===== config.mk =====
export PLATFORM = sky130hd
export DESIGN_NAME = conv_slot_bank
export DESIGN_NICKNAME = d
export VERILOG_FILES = /design/src/rtl/conv_slot_pkg.sv /design/src/rtl/slot_sequencer.sv /design/src/rtl/slot_store.sv /design/src/rtl/irq_vector.sv /design/src/rtl/conv_slot_bank.sv
export SDC_FILE = /design/constraint.sdc
export NUM_CORES = 1
export LEC_CHECK = 0
export BUFFER_PORTS_ARGS = -buffer_cell sky130_fd_sc_hd__buf_2
export CORE_UTILIZATION = 25
export DETAILED_ROUTE_END_ITERATION = 8
export PLACE_DENSITY_LB_ADDON = 0.05
export SYNTH_ARGS = -nofsm -noshare
export SYNTH_HDL_FRONTEND = slang
export SYNTH_SLANG_ARGS = --single-unit

===== constraint.sdc =====
create_clock -name clk -period 2.3 [get_ports clk]
set_clock_uncertainty 0.1 [all_clocks]
set_input_delay 0.115 -clock clk [delete_from_list [all_inputs] [get_ports clk]]
set_output_delay 0.115 -clock clk [all_outputs]
set_load 0.01 [all_outputs]

===== src/rtl/conv_slot_pkg.sv =====
package conv_slot_pkg;
   // vector codes shared by the encoder and its users
   localparam int VEC_NONE  = 0;
   localparam int VEC_OVF   = 2;
   localparam int VEC_TOV   = 4;
   localparam int VEC_SLOT0 = 6;
endpackage


===== src/rtl/slot_sequencer.sv =====
module slot_sequencer #(
   parameter int SLOTS = 16,
   parameter int IDX_W = 4
) (
   input  logic             clk,
   input  logic             rst_n,
   input  logic [IDX_W-1:0] start_slot,
   input  logic             seq_en,
   input  logic [SLOTS-1:0] eos_mask,
   input  logic             conv_req,
   input  logic             conv_done,
   output logic [IDX_W-1:0] ptr,
   output logic             busy,
   output logic             wr_en,
   output logic             tov_evt
);
   localparam logic [IDX_W-1:0] LAST = IDX_W'(SLOTS - 1);

   logic             in_seq;
   logic [IDX_W-1:0] ptr_next;

   assign wr_en    = conv_done & busy;
   assign tov_evt  = conv_req & busy;
   assign ptr_next = (ptr == LAST) ? '0 : IDX_W'(ptr + 1'b1);

   always_ff @(posedge clk or negedge rst_n) begin
      if (!rst_n) begin
         ptr    <= '0;
         busy   <= 1'b0;
         in_seq <= 1'b0;
      end else if (conv_req && !busy) begin
         busy <= 1'b1;
         if (!(seq_en && in_seq))
            ptr <= start_slot;
      end else if (wr_en) begin
         busy <= 1'b0;
         if (seq_en && !eos_mask[ptr]) begin
            ptr    <= ptr_next;
            in_seq <= 1'b1;
         end else begin
            in_seq <= 1'b0;
         end
      end
   end


   single_target_chk: assert property (@(posedge clk) disable iff (!rst_n)
      conv_req && !busy && !seq_en |=> ptr == $past(start_slot));

   advance_chk: assert property (@(posedge clk) disable iff (!rst_n)
      wr_en && seq_en && !eos_mask[ptr] && ptr != LAST |=> ptr == IDX_W'($past(ptr) + 1'b1));

   wrap_chk: assert property (@(posedge clk) disable iff (!rst_n)
      wr_en && seq_en && !eos_mask[ptr] && ptr == LAST |=> ptr == '0);

   late_req_chk: assert property (@(posedge clk) disable iff (!rst_n)
      conv_req && busy && !conv_done |=> busy && ptr == $past(ptr));
endmodule


===== src/rtl/slot_store.sv =====
module slot_store #(
   parameter int SLOTS  = 16,
   parameter int IDX_W  = 4,
   parameter int DATA_W = 12
) (
   input  logic              clk,
   input  logic              rst_n,
   input  logic              wr_en,
   input  logic [IDX_W-1:0]  wr_idx,
   input  logic [DATA_W-1:0] wr_data,
   input  logic              rd_stb,
   input  logic [IDX_W-1:0]  rd_idx,
   output logic [DATA_W-1:0] rd_value,
   output logic [SLOTS-1:0]  flags,
   output logic              ovf_evt
);
   logic [DATA_W-1:0] mem [SLOTS];
   logic              same_slot;

   assign same_slot = rd_stb && (rd_idx == wr_idx);
   assign ovf_evt   = wr_en && flags[wr_idx] && !same_slot;
   assign rd_value  = mem[rd_idx];

   always_ff @(posedge clk or negedge rst_n) begin
      if (!rst_n) begin
         for (int i = 0; i < SLOTS; i++) mem[i] <= '0;
         flags <= '0;
      end else begin
         for (int i = 0; i < SLOTS; i++) begin
            if (wr_en && wr_idx == IDX_W'(i)) begin
               mem[i]   <= wr_data;
               flags[i] <= 1'b1;
            end else if (rd_stb && rd_idx == IDX_W'(i)) begin
               flags[i] <= 1'b0;
            end
         end
      end
   end


   flag_set_chk: assert property (@(posedge clk) disable iff (!rst_n)
      wr_en |=> flags[$past(wr_idx)]);

   flag_clr_chk: assert property (@(posedge clk) disable iff (!rst_n)
      rd_stb && !(wr_en && wr_idx == rd_idx) |=> !flags[$past(rd_idx)]);
endmodule


===== src/rtl/irq_vector.sv =====
module irq_vector
   import conv_slot_pkg::*;
#(
   parameter int SLOTS = 16,
   parameter int VEC_W = 6
) (
   input  logic             clk,
   input  logic             rst_n,
   input  logic [SLOTS-1:0] flags,
   input  logic [SLOTS-1:0] irq_en,
   input  logic             ovf_en,
   input  logic             tov_en,
   input  logic             ovf_evt,
   input  logic             tov_evt,
   input  logic             vec_stb,
   output logic [VEC_W-1:0] vec,
   output logic             irq
);
   logic             ovf_q, tov_q;
   logic [SLOTS-1:0] pend;

   assign pend = flags & irq_en;

   always_comb begin
      vec = VEC_W'(VEC_NONE);
      for (int k = SLOTS - 1; k >= 0; k--)
         if (pend[k]) vec = VEC_W'(VEC_SLOT0 + 2 * k);
      if (tov_q && tov_en) vec = VEC_W'(VEC_TOV);
      if (ovf_q && ovf_en) vec = VEC_W'(VEC_OVF);
   end

   assign irq = |vec;

   always_ff @(posedge clk or negedge rst_n) begin
      if (!rst_n) begin
         ovf_q <= 1'b0;
         tov_q <= 1'b0;
      end else begin
         if (ovf_evt)                                  ovf_q <= 1'b1;
         else if (vec_stb && vec == VEC_W'(VEC_OVF))   ovf_q <= 1'b0;
         if (tov_evt)                                  tov_q <= 1'b1;
         else if (vec_stb && vec == VEC_W'(VEC_TOV))   tov_q <= 1'b0;
      end
   end


   ovf_set_chk: assert property (@(posedge clk) disable iff (!rst_n)
      ovf_evt |=> ovf_q);

   tov_set_chk: assert property (@(posedge clk) disable iff (!rst_n)
      tov_evt |=> tov_q);

   ovf_clear_chk: assert property (@(posedge clk) disable iff (!rst_n)
      vec_stb && vec == VEC_W'(VEC_OVF) && !ovf_evt |=> !ovf_q);

   tov_keep_chk: assert property (@(posedge clk) disable iff (!rst_n)
      vec_stb && vec == VEC_W'(VEC_OVF) && tov_q |=> tov_q);
endmodule


===== src/rtl/conv_slot_bank.sv =====
module conv_slot_bank
   import conv_slot_pkg::*;
#(
   parameter int SLOTS  = 16,
   parameter int DATA_W = 12,
   parameter int WORD_W = 16,
   localparam int IDX_W = $clog2(SLOTS),
   localparam int VEC_W = $clog2(VEC_SLOT0 + 2 * SLOTS)
) (
   input  logic              clk,
   input  logic              rst_n,
   input  logic [IDX_W-1:0]  start_slot,
   input  logic              seq_en,
   input  logic [SLOTS-1:0]  eos_mask,
   input  logic              conv_req,
   input  logic              conv_done,
   input  logic [DATA_W-1:0] conv_data,
   input  logic              rd_stb,
   input  logic [IDX_W-1:0]  rd_idx,
   input  logic [SLOTS-1:0]  irq_en,
   input  logic              ovf_en,
   input  logic              tov_en,
   input  logic              vec_stb,
   output logic [IDX_W-1:0]  cur_slot,
   output logic              busy,
   output logic [WORD_W-1:0] rd_data,
   output logic [SLOTS-1:0]  slot_flags,
   output logic              irq,
   output logic [VEC_W-1:0]  vec
);
   if (SLOTS < 2) begin : g_bad_slots
      $error("conv_slot_bank: SLOTS must be at least 2");
   end
   if (WORD_W < DATA_W) begin : g_bad_word
      $error("conv_slot_bank: WORD_W must not be below DATA_W");
   end

   logic              wr_en, tov_evt, ovf_evt;
   logic [DATA_W-1:0] rd_value;

   slot_sequencer #(.SLOTS(SLOTS), .IDX_W(IDX_W)) u_seq (
      .clk(clk), .rst_n(rst_n), .start_slot(start_slot), .seq_en(seq_en),
      .eos_mask(eos_mask), .conv_req(conv_req), .conv_done(conv_done),
      .ptr(cur_slot), .busy(busy), .wr_en(wr_en), .tov_evt(tov_evt));

   slot_store #(.SLOTS(SLOTS), .IDX_W(IDX_W), .DATA_W(DATA_W)) u_store (
      .clk(clk), .rst_n(rst_n), .wr_en(wr_en), .wr_idx(cur_slot),
      .wr_data(conv_data), .rd_stb(rd_stb), .rd_idx(rd_idx),
      .rd_value(rd_value), .flags(slot_flags), .ovf_evt(ovf_evt));

   irq_vector #(.SLOTS(SLOTS), .VEC_W(VEC_W)) u_vec (
      .clk(clk), .rst_n(rst_n), .flags(slot_flags), .irq_en(irq_en),
      .ovf_en(ovf_en), .tov_en(tov_en), .ovf_evt(ovf_evt), .tov_evt(tov_evt),
      .vec_stb(vec_stb), .vec(vec), .irq(irq));

   if (WORD_W > DATA_W) begin : g_pad
      assign rd_data = {{(WORD_W - DATA_W){1'b0}}, rd_value};
   end else begin : g_exact
      assign rd_data = rd_value;
   end


   irq_src_chk: assert property (@(posedge clk) disable iff (!rst_n)
      vec_stb && irq && (|(slot_flags & irq_en)) |=> irq);
endmodule


==> impl_results.md, run 1 <==
- Worst Tran Pin Value: ~860 ps
- Max clock buf depth: 3
- Crit path arrival time: around 2200 ps
- Core Region: between 40000 and 50000 um2
- Grt ovf: 0
- Max_slew headroom: 42.5%
- Final Max Tran Viols: 0
- Logic pwr share: ~33%
- DRC: 0
- DR iter-0 viols: ~280
- Final #Nets: between 900 and 1000
- Largest area contributor in the netlist: dfrtp_1
- Final setup vio count: 3
- ANT nets after route: 0
- Yosys warnings: 0
- Min cycle time layout: about 2400 ps
- Setup ws final: -65.6 ps
- Most numerous cell in the Yosys netlist: dfrtp_1
- #FFs+latches synth: about 220
- Ant. Diodes: 0
- Sequential Power Share: around two fifths
- Max Freq: between 400 and 500 MHz
- Top cell type's share of synthesized area: 52.4%
- Met3 Resource Use GR: 2.49%
- Hold Crit Class: input pin to flip-flop
- Lkg Pwr: roughly 6 nW
- Met2 Use GR: 26.1%
- TritonCTS clock tree: built
- Failing checks: setup timing
- Crit-path max FO: 5
- Vias per inst: around 4.7
- Setup crit end kind: output pin
- Rows: between 70 and 80
- Hold Fails Final Rpt: 0
- Status: complete, but fails checks
- Util after Layout: 32.5%
- Num CTS Buffers: 28
- GRT Max-Usage Layer: met2
- M1 GR Usage: a little over a fifth
- Clock transition at the registers of the reported paths: around 60 ps
- Buffers on Ports: 99
- Fin Hold WS: ~48 ps
- Share of cells above drive strength 1: a little under three fifths
- Die height: 205 um
- Setup CP Type: flip-flop to output pin
- Overall routed net length: around 32 mm
- Commonest cells post-synth: dfrtp_1, mux2_2, mux4_2, nand2_1, clkbuf_1
- Int Power: 0.0115 W
- Mean Syn Cell Area: between 10 and 15 um2
- RSZ-0062 raised after global routing: true
- Initial antenna violation count: 0
- Dpl ws: about 65 ps
- Synthesized area: roughly 10000 um2
- Num ports: about 110
- Fin crit share: 103%
- First-pass GRT wire length: between 40 and 50 mm
- Root buf cell: clkbuf_16
- Sw Ratio: 29.5%
- Initial Util: 25.3%
- Setup TNS: -116 ps
- Power share of the clock group: about a quarter
- Drt pass-1 iters: 5
- EDFF count, synth: 0
- Clk_lat worst skew: between 500 and 600 ps
- CTS sink cnt: between 200 and 250
- Cell Pwr Density: about 1200 nW/um2
- Global-route usage over all layers: between 10% and 20%
- Vias in the first global route: about 7300
- Worst VDD drop: about 0.53 mV
- Area contributors post-synth: dfrtp_1, mux2_2, mux4_2
- Worst setup SP type: flip-flop
- Routability cong.: roughly 0.81
- Die Span X: 205 um
- Req. time, crit path: between 2000 and 2500 ps
- Ys async rst share: between 90% and 100%
- Post-DP HPWL: between 20 and 25 mm
- Net switching power: roughly 0.0048 W
- Die area: 42100 um2
- H-tree depth: 1
- Seq/Total Area, Yosys: between 50% and 60%
- WL per Instance: between 20 and 25 um
- Synth cell types: 55
- Area Growth Syn to Fin: 28.2%
- Largest net degree at the start of global routing: 75
- Via count: 6676
- Final total power: between 0.015 and 0.02 W
- Cell count after synthesis: a little under 700
- Top FF cell, synth: dfrtp_1
- Max Cap Viol: 0
-- per-stage QoR --
step	std cells	instance area, um2
floorplan	699	10300
global placement	1320	11800
detailed placement	1320	11800
CTS	1399	13100
global route	1407	13200
finish	1407	13200
-- cell usage in the layout, fill, tap and decap left out, types with 2 or more instances in the layout --
cell,n
dfrtp_1,210
mux2_2,192
buf_2,84
mux4_2,66
nand2_1,57
buf_4,41
clkbuf_16,28
dlygate4sd3_1,27
o21ai_0,19
buf_12,15
buf_6,13
clkbuf_8,9
clkbuf_1,7
nand3_1,6
dfrtp_2,6
a22o_1,5
a22oi_2,5
nor2_1,5
nor2b_1,5
conb_1,5
inv_1,4
ha_1,4
and2_1,3
a31oi_1,3
xor2_1,3
nand2_2,2
a32oi_1,2
a21o_1,2
nand4_1,2
nor3_1,2
mux4_1,2
nand3b_1,2
o31ai_1,2
nand2b_1,2
bufinv_16,2
-- sequential cells by signal, summed over array words and instances, names as in the netlist --
register       count
u_store.flags     16
u_store.mem      192
u_seq.ptr          4
u_vec.ovf_q        1
u_seq.in_seq       1
u_seq.busy         1
u_vec.tov_q        1
-- kinds of logic after synthesis --
| kind of cell | after synthesis | share of synthesized area, % |
|---|---|---|
| and+or+nand+nor | 94 | 4.19 |
| DFF | 216 | 52.4 |
| AOI/OAI and AO/OA | 58 | 4.18 |
| xor gates and xnor gates | 4 | 0.339 |
| adders and majority gates | 4 | 0.485 |
| buffers and inverters | 58 | 2.57 |
| muxes | 260 | 35.8 |
| other | 1 | 0.0363 |
-- power by group through the flow --
stage / combinational (W) / clock [W] / sequential [W]
final: 0.00545 / 0.00433 / 0.00655
after global routing: 0.00593 / 0.00466 / 0.00677
after CTS: 0.00534 / 0.00451 / 0.00653
after detailed placement: 0.00504 / 0 / 0.00659
after global placement: 0.00493 / 0 / 0.00646
after floorplan: 0.00357 / 0 / 0.00625
-- path summary, 6_finish.rpt --
path	from	end	slack [ps]	cells past startpoint
max in group asynchronous	rst_n	u_store.flags[10]	1210	3
worst max register to register	u_seq.ptr[0]	u_seq.ptr[2]	130	6
worst min-delay path	irq_en[2]	u_vec.tov_q	50	5
worst max-delay path	u_store.flags[15]	irq	-70	4
worst min register to register	u_store.mem[71]	u_store.mem[71]	400	1
min in group asynchronous	rst_n	u_store.mem[157]	70	2
-- per-layer routing --
layer	routed length [um]	share of wire (%)	up-vias
met3	1080	3.4	36
li1	-	-	2932
met5	0	0	-
met4	622	2.0	0
met1	14500	46	3583
met2	15600	49	125
-- worst max-delay path: stages, from the launching register on --
cell and delay (ps):
dfrtp_1 430, a222oi_1 550, nor4b_4 340, o211ai_1 130, buf_2 160
-- layout make-up --
cell class / count / area (um2)
Inverter: 5 / 18.8
Sequential cell: 216 / 5410
Tap cell: 532 / 666
Clock inverter: 4 / 81.3
Timing Repair Buffer: 182 / 1470
Clock buffer: 43 / 837
Multi-Input combinational cell: 425 / 4750
Fill cell: 4022 / 27500
-- repair_timing --
item                                   in CTS  in global routing
pin swaps                                   4                  8
resized for setup                          16                 21
setup buffers                               5                  8
endpoints found under the hold margin     281                  0
setup endpoints to repair                  13                 19
hold buffers                               27                  0
No activity file was read; power rests on OpenSTA's default activity.
==> run 2: changes to the inputs <==
Settings changed: SKIP_CTS_REPAIR_TIMING set to 1.
==> impl_results.md, run 2 (synthesized netlist as in run 1, its figures left out) <==
- Lkg Pwr: 5.97 nW
- Crit path arrival time: ~2100 ps
- Met3 Resource Use GR: under 10%
- Worst Tran Pin Value: between 800 and 900 ps
- Dpl cell area: between 10000 and 15000 um2
- Post-DP HPWL: between 20 and 25 mm
- Overall routed net length: around 32 mm
- GRT Max-Usage Layer: met2
- Via count: between 6000 and 7000
- Reg area: roughly 5400 um2
- Die area: around 42000 um2
- Top flop regs: u_store.mem: 192 flops, u_store.flags: 16 flops, u_seq.ptr: 4 flops
- Initial antenna violation count: 0
- Fillers: 4036
- Final setup vio count: 3
- Vias per inst: approximately 4.7
- Met2 Use GR: between 20% and 30%
- First-pass GRT wire length: around 47 mm
- Top reg by flops: u_store.mem
- Max clock buf depth: 3
- DRC: 0
- Core Region: 40700 um2
- Global-route usage over all layers: 15.4%
- Util after Layout: between 30% and 40%
- Crit-path max FO: 6
- Num ports: between 100 and 150
- Setup CP Type: flip-flop to output pin
- FF-to-FF path depth: 6
- Vias in the first global route: around 7000
- Max Freq: ~430 MHz
- Initial Util: 25.3%
- Rows: 74
- Most frequent cells in the layout: dfrtp_1, mux2_2, buf_2, mux4_2, nand2_1
- TritonCTS clock tree: built
- Final #Nets: 917
- R2R setup slack: between 100 and 150 ps
- Failing checks: setup timing
- Ant. Diodes: 0
- RSZ-0062 raised after global routing: true
- Worst setup SP type: flip-flop
- Share of cells above drive strength 1: around 55%
- Drt pass-1 iters: 4
- Min cycle time layout: ~2300 ps
- Hold Fails Final Rpt: 0
- Multi-input logic area: about 4700 um2
- Clock transition at the registers of the reported paths: roughly 50 ps
- Req. time, crit path: about 2100 ps
- Hold Path End: u_vec.tov_q
- Most common cell after layout, fill and taps aside: dfrtp_1
- Hold Crit Class: input pin to flip-flop
- WL per Instance: 22.6 um
- Worst hold start: irq_en[2]
- Final non-filler cell total: approximately 1400
- Final Max Tran Viols: 0
- Reg-to-Reg End: u_seq.ptr[2]
- Dpl ws: 64.6 ps
- Reg2reg start: u_seq.ptr[0]
- Fin area: 13200 um2
- Clk_lat worst skew: 550 ps
- Fin crit share: 101%
- Die height: roughly 210 um
- M1 GR Usage: 20.7%
- Setup crit end kind: output pin
- Status: complete, but fails checks
- Setup ws final: -27.9 ps
- H-tree depth: 1
- ANT nets after route: 0
- Max Cap Viol: 0
- WHS Path Cells: 5
- Max_slew headroom: a little over two fifths
- Grt ovf: 0
- Routability cong.: ~0.81
- Largest net degree at the start of global routing: 75
- Placed cell count: 1320
- CTS sink cnt: 216
- Cell Pwr Density: between 1000 and 1500 nW/um2
- Area Growth Syn to Fin: 27.4%
- Buffers on Ports: roughly 100
- Die Span X: between 200 and 250 um
- Worst VDD drop: between 0.5 and 0.6 mV
- DR iter-0 viols: 269
- Final total power: roughly 0.016 W
- Max FFs per register: ~190
- Root buf cell: clkbuf_16
- Num CTS Buffers: 28
[run 2: changes by cell type in the layout (fill, tap and decap cells not counted), moves of 2 or more]
| cell | previous run | this run |
|---|---|---|
| buf_2 | 84 | 86 |
| buf_4 | 41 | 38 |
| buf_6 | 13 | 11 |
| dlygate4sd3_1 | 27 | 24 |
[run 2: worst max path at each step]
stage                                  from           end  slack (ps)
after floorplan                u_seq.ptr[0]  u_seq.ptr[2]         140
after global placement         u_seq.ptr[0]  u_seq.ptr[2]         130
after detailed placement       u_seq.ptr[0]  u_seq.ptr[2]          60
after CTS                 u_store.flags[10]           irq        -200
after global routing       u_store.flags[6]           irq        -130
final                     u_store.flags[10]           irq         -30
[run 2: per-layer routing]
| metal | part of all wire (%) | vias to the layer above |
|---|---|---|
| met4 | 2.0 | 0 |
| met3 | 3.4 | 37 |
| met2 | 49 | 125 |
| met5 | 0 | - |
| li1 | - | 2922 |
| met1 | 46 | 3526 |
[run 2: worst max-delay path: stages (launching register included)]
cell      delay [ps]
dfrtp_2          450
a22o_1           240
a31o_2           230
a21oi_4          160
o221a_4          220
o211ai_1         100
buf_2            160
[run 2: area by class of cell]
cell class	count	area share, %
clock buffers	43	6.36
clock inverters	4	0.618
inverters	5	0.143
multi-input cells	425	36.0
flip-flops and latches	216	41.1
well taps	532	5.06
repair buffers	176	10.7
[run 2: power breakdown]
group,total [W],internal [W],switching (W)
Clock,0.00433,0.00269,0.00163
Sequential,0.00653,0.00552,0.00101
Combinational,0.00536,0.00324,0.00212
Total,0.0162,0.0115,0.00477
[run 2: stage by stage]
step / hold WS [ps] / setup TNS (ps)
3_5_place_dp: 110 / 0
3_3_place_gp: 100 / 0
5_1_grt: 27.3 / -710
6_report: 44.7 / -71.6
2_1_floorplan: -281 / 0
4_1_cts: -481 / -604
==> run 3: changes to the inputs <==
Settings changed: SETUP_SLACK_MARGIN set to 0.4.
==> impl_results.md, run 3 (synthesized netlist as in run 1, its figures left out) <==
- Final #Nets: 957
- Slowest CP cell: dfrtp_2
- Ant. Diodes: 0
- DR iter-0 viols: ~250
- Rows: between 70 and 80
- FF-to-FF path depth: 6
- Drt pass-1 iters: 5
- Min cycle time layout: 2350 ps
- Area Growth Syn to Fin: 44.7%
- Hold Fails Final Rpt: 1
- Multi-input logic area: ~5800 um2
- Num ports: roughly 110
- Top reg by flops: u_store.mem
- Fin crit share: 102%
- Root buf cell: clkbuf_16
- Clk_lat worst skew: about 530 ps
- Setup TNS: -102 ps
- Worst Tran Pin Value: between 700 and 800 ps
- Die height: between 200 and 250 um
- Max FFs per register: approximately 190
- Hold Path End: u_store.mem[79]
- DRC: 0
- Worst stage delay on the critical path: roughly 430 ps
- RSZ-0062 raised after global routing: true
- Sw Ratio: a little under a third
- Reg-to-Reg End: u_seq.ptr[3]
- Hold Crit Class: input pin to flip-flop
- Most frequent cells in the layout: dfrtp_1, mux2_4, buf_2, mux4_2, buf_4
- Die Span X: roughly 200 um
- Logic pwr share: 40.5%
- Initial Util: about a quarter
- Max Cap Viol: 0
- Share of cells above drive strength 1: between 60% and 70%
- Vias in the first global route: 7316
- Global-route usage over all layers: between 10% and 20%
- Post-DP HPWL: 20.7 mm
- Via count: 6981
- Reg area: ~5400 um2
- Cell Pwr Density: ~1200 nW/um2
- Final Max Tran Viols: 0
- Failing checks: hold timing, setup timing
- WL per Instance: ~25 um
- Overall routed net length: approximately 36 mm
- Setup crit end kind: output pin
- TritonCTS clock tree: built
- Grt ovf: 0
- Crit path arrival time: 2130 ps
- Initial antenna violation count: 1
- Req. time, crit path: 2090 ps
- ANT nets after route: 0
- Reg2reg start: u_seq.ptr[0]
- Num CTS Buffers: 27
- Most common cell after layout, fill and taps aside: dfrtp_1
- Largest net degree at the start of global routing: 69
- Max_slew headroom: slightly above 50%
- Max Freq: around 430 MHz
- Buffers on Ports: between 90 and 100
- CTS sink cnt: approximately 220
- First-pass GRT wire length: roughly 48 mm
- Worst setup SP type: flip-flop
- Routability cong.: a little over 0.8
- Fin Hold WS: -0.178 ps
- WHS Path Cells: 2
- Clock transition at the registers of the reported paths: 60 ps
- Final setup vio count: 3
- CP Cell Sequence: nand2_2, a32o_2, a211o_1, o221a_4, o211ai_1, buf_2
- Crit-path max FO: 5
- Max clock buf depth: 3
- Int Power: between 0.01 and 0.015 W
- Lkg Pwr: between 7 and 8 nW
- Status: complete, but fails checks
- R2R setup slack: 90 ps
- Vias per inst: 4.84
- Top Family by Delay on Critical Path: compound AO/OA/AOI/OAI gates
- Die area: between 40000 and 50000 um2
- Net switching power: between 0.005 and 0.006 W
- Worst hold start: conv_data[7]
- Buf+Inv Stages, Crit Path: 1
- Fillers: slightly below 4000
- Core Region: about 41000 um2
- H-tree depth: 1
- Setup ws final: -49.0 ps
- Setup CP Type: flip-flop to output pin
- Power share of the clock group: 22.7%
- Top flop regs: u_store.mem: 192 flops, u_store.flags: 16 flops, u_seq.ptr: 4 flops
- Worst VDD drop: 0.552 mV
- Sequential Power Share: 36.8%
- Dpl ws: between 50 and 60 ps
==> run 3: layout make-up <==
| type | instances | share of cell area, % |
|---|---|---|
| well taps | 532 | 4.46 |
| clock buffers | 42 | 5.64 |
| repair buffers | 217 | 14.6 |
| inverters | 5 | 0.151 |
| flip-flops and latches | 216 | 36.3 |
| multi-input cells | 425 | 38.7 |
| clock inverters | 4 | 0.176 |
==> run 3: stage by stage <==
step | utilization [%] | instances | cell area, um2 | power, W | hold slack [ps]
floorplan | - | 699 | 10400 | 0.00983 | -281
global placement | 29.0 | 1321 | 11800 | 0.0114 | 77.8
detailed placement | 29.0 | 1321 | 11800 | 0.0116 | 83.2
CTS | 31.2 | 1367 | 12700 | 0.0158 | -486
global route | 36.7 | 1441 | 14900 | 0.0191 | 10.7
finish | 36.7 | 1441 | 14900 | 0.0181 | -0.178
==> run 3: how the worst max path moves through the flow <==
stage	slack [ps]	start	end	depth (start not counted)
after floorplan	210	u_seq.ptr[0]	u_seq.ptr[2]	6
after global placement	140	u_seq.ptr[0]	u_seq.ptr[2]	5
after detailed placement	60	u_seq.ptr[0]	u_seq.ptr[2]	5
after CTS	-170	u_store.flags[6]	irq	6
after global routing	-100	u_store.flags[6]	irq	6
final	-50	u_store.flags[6]	irq	6
==> run 3: power by group through the flow <==
| stage | clock network (W) | logic (W) | registers, W |
|---|---|---|---|
| final | 0.00410 | 0.00733 | 0.00666 |
| after floorplan | 0 | 0.00358 | 0.00625 |
| after global placement | 0 | 0.00495 | 0.00642 |
| after CTS | 0.00425 | 0.00508 | 0.00652 |
| after detailed placement | 0 | 0.00506 | 0.00657 |
| after global routing | 0.00440 | 0.00783 | 0.00687 |
==> run 3: per-layer routing <==
layer	vias up	GRT usage [%]	share of wire, %
li1	2994	-	-
met1	3788	21.2	46
met2	160	26.3	48
met3	39	1.85	4.0
met4	0	3.54	1.6
met5	-	0	0
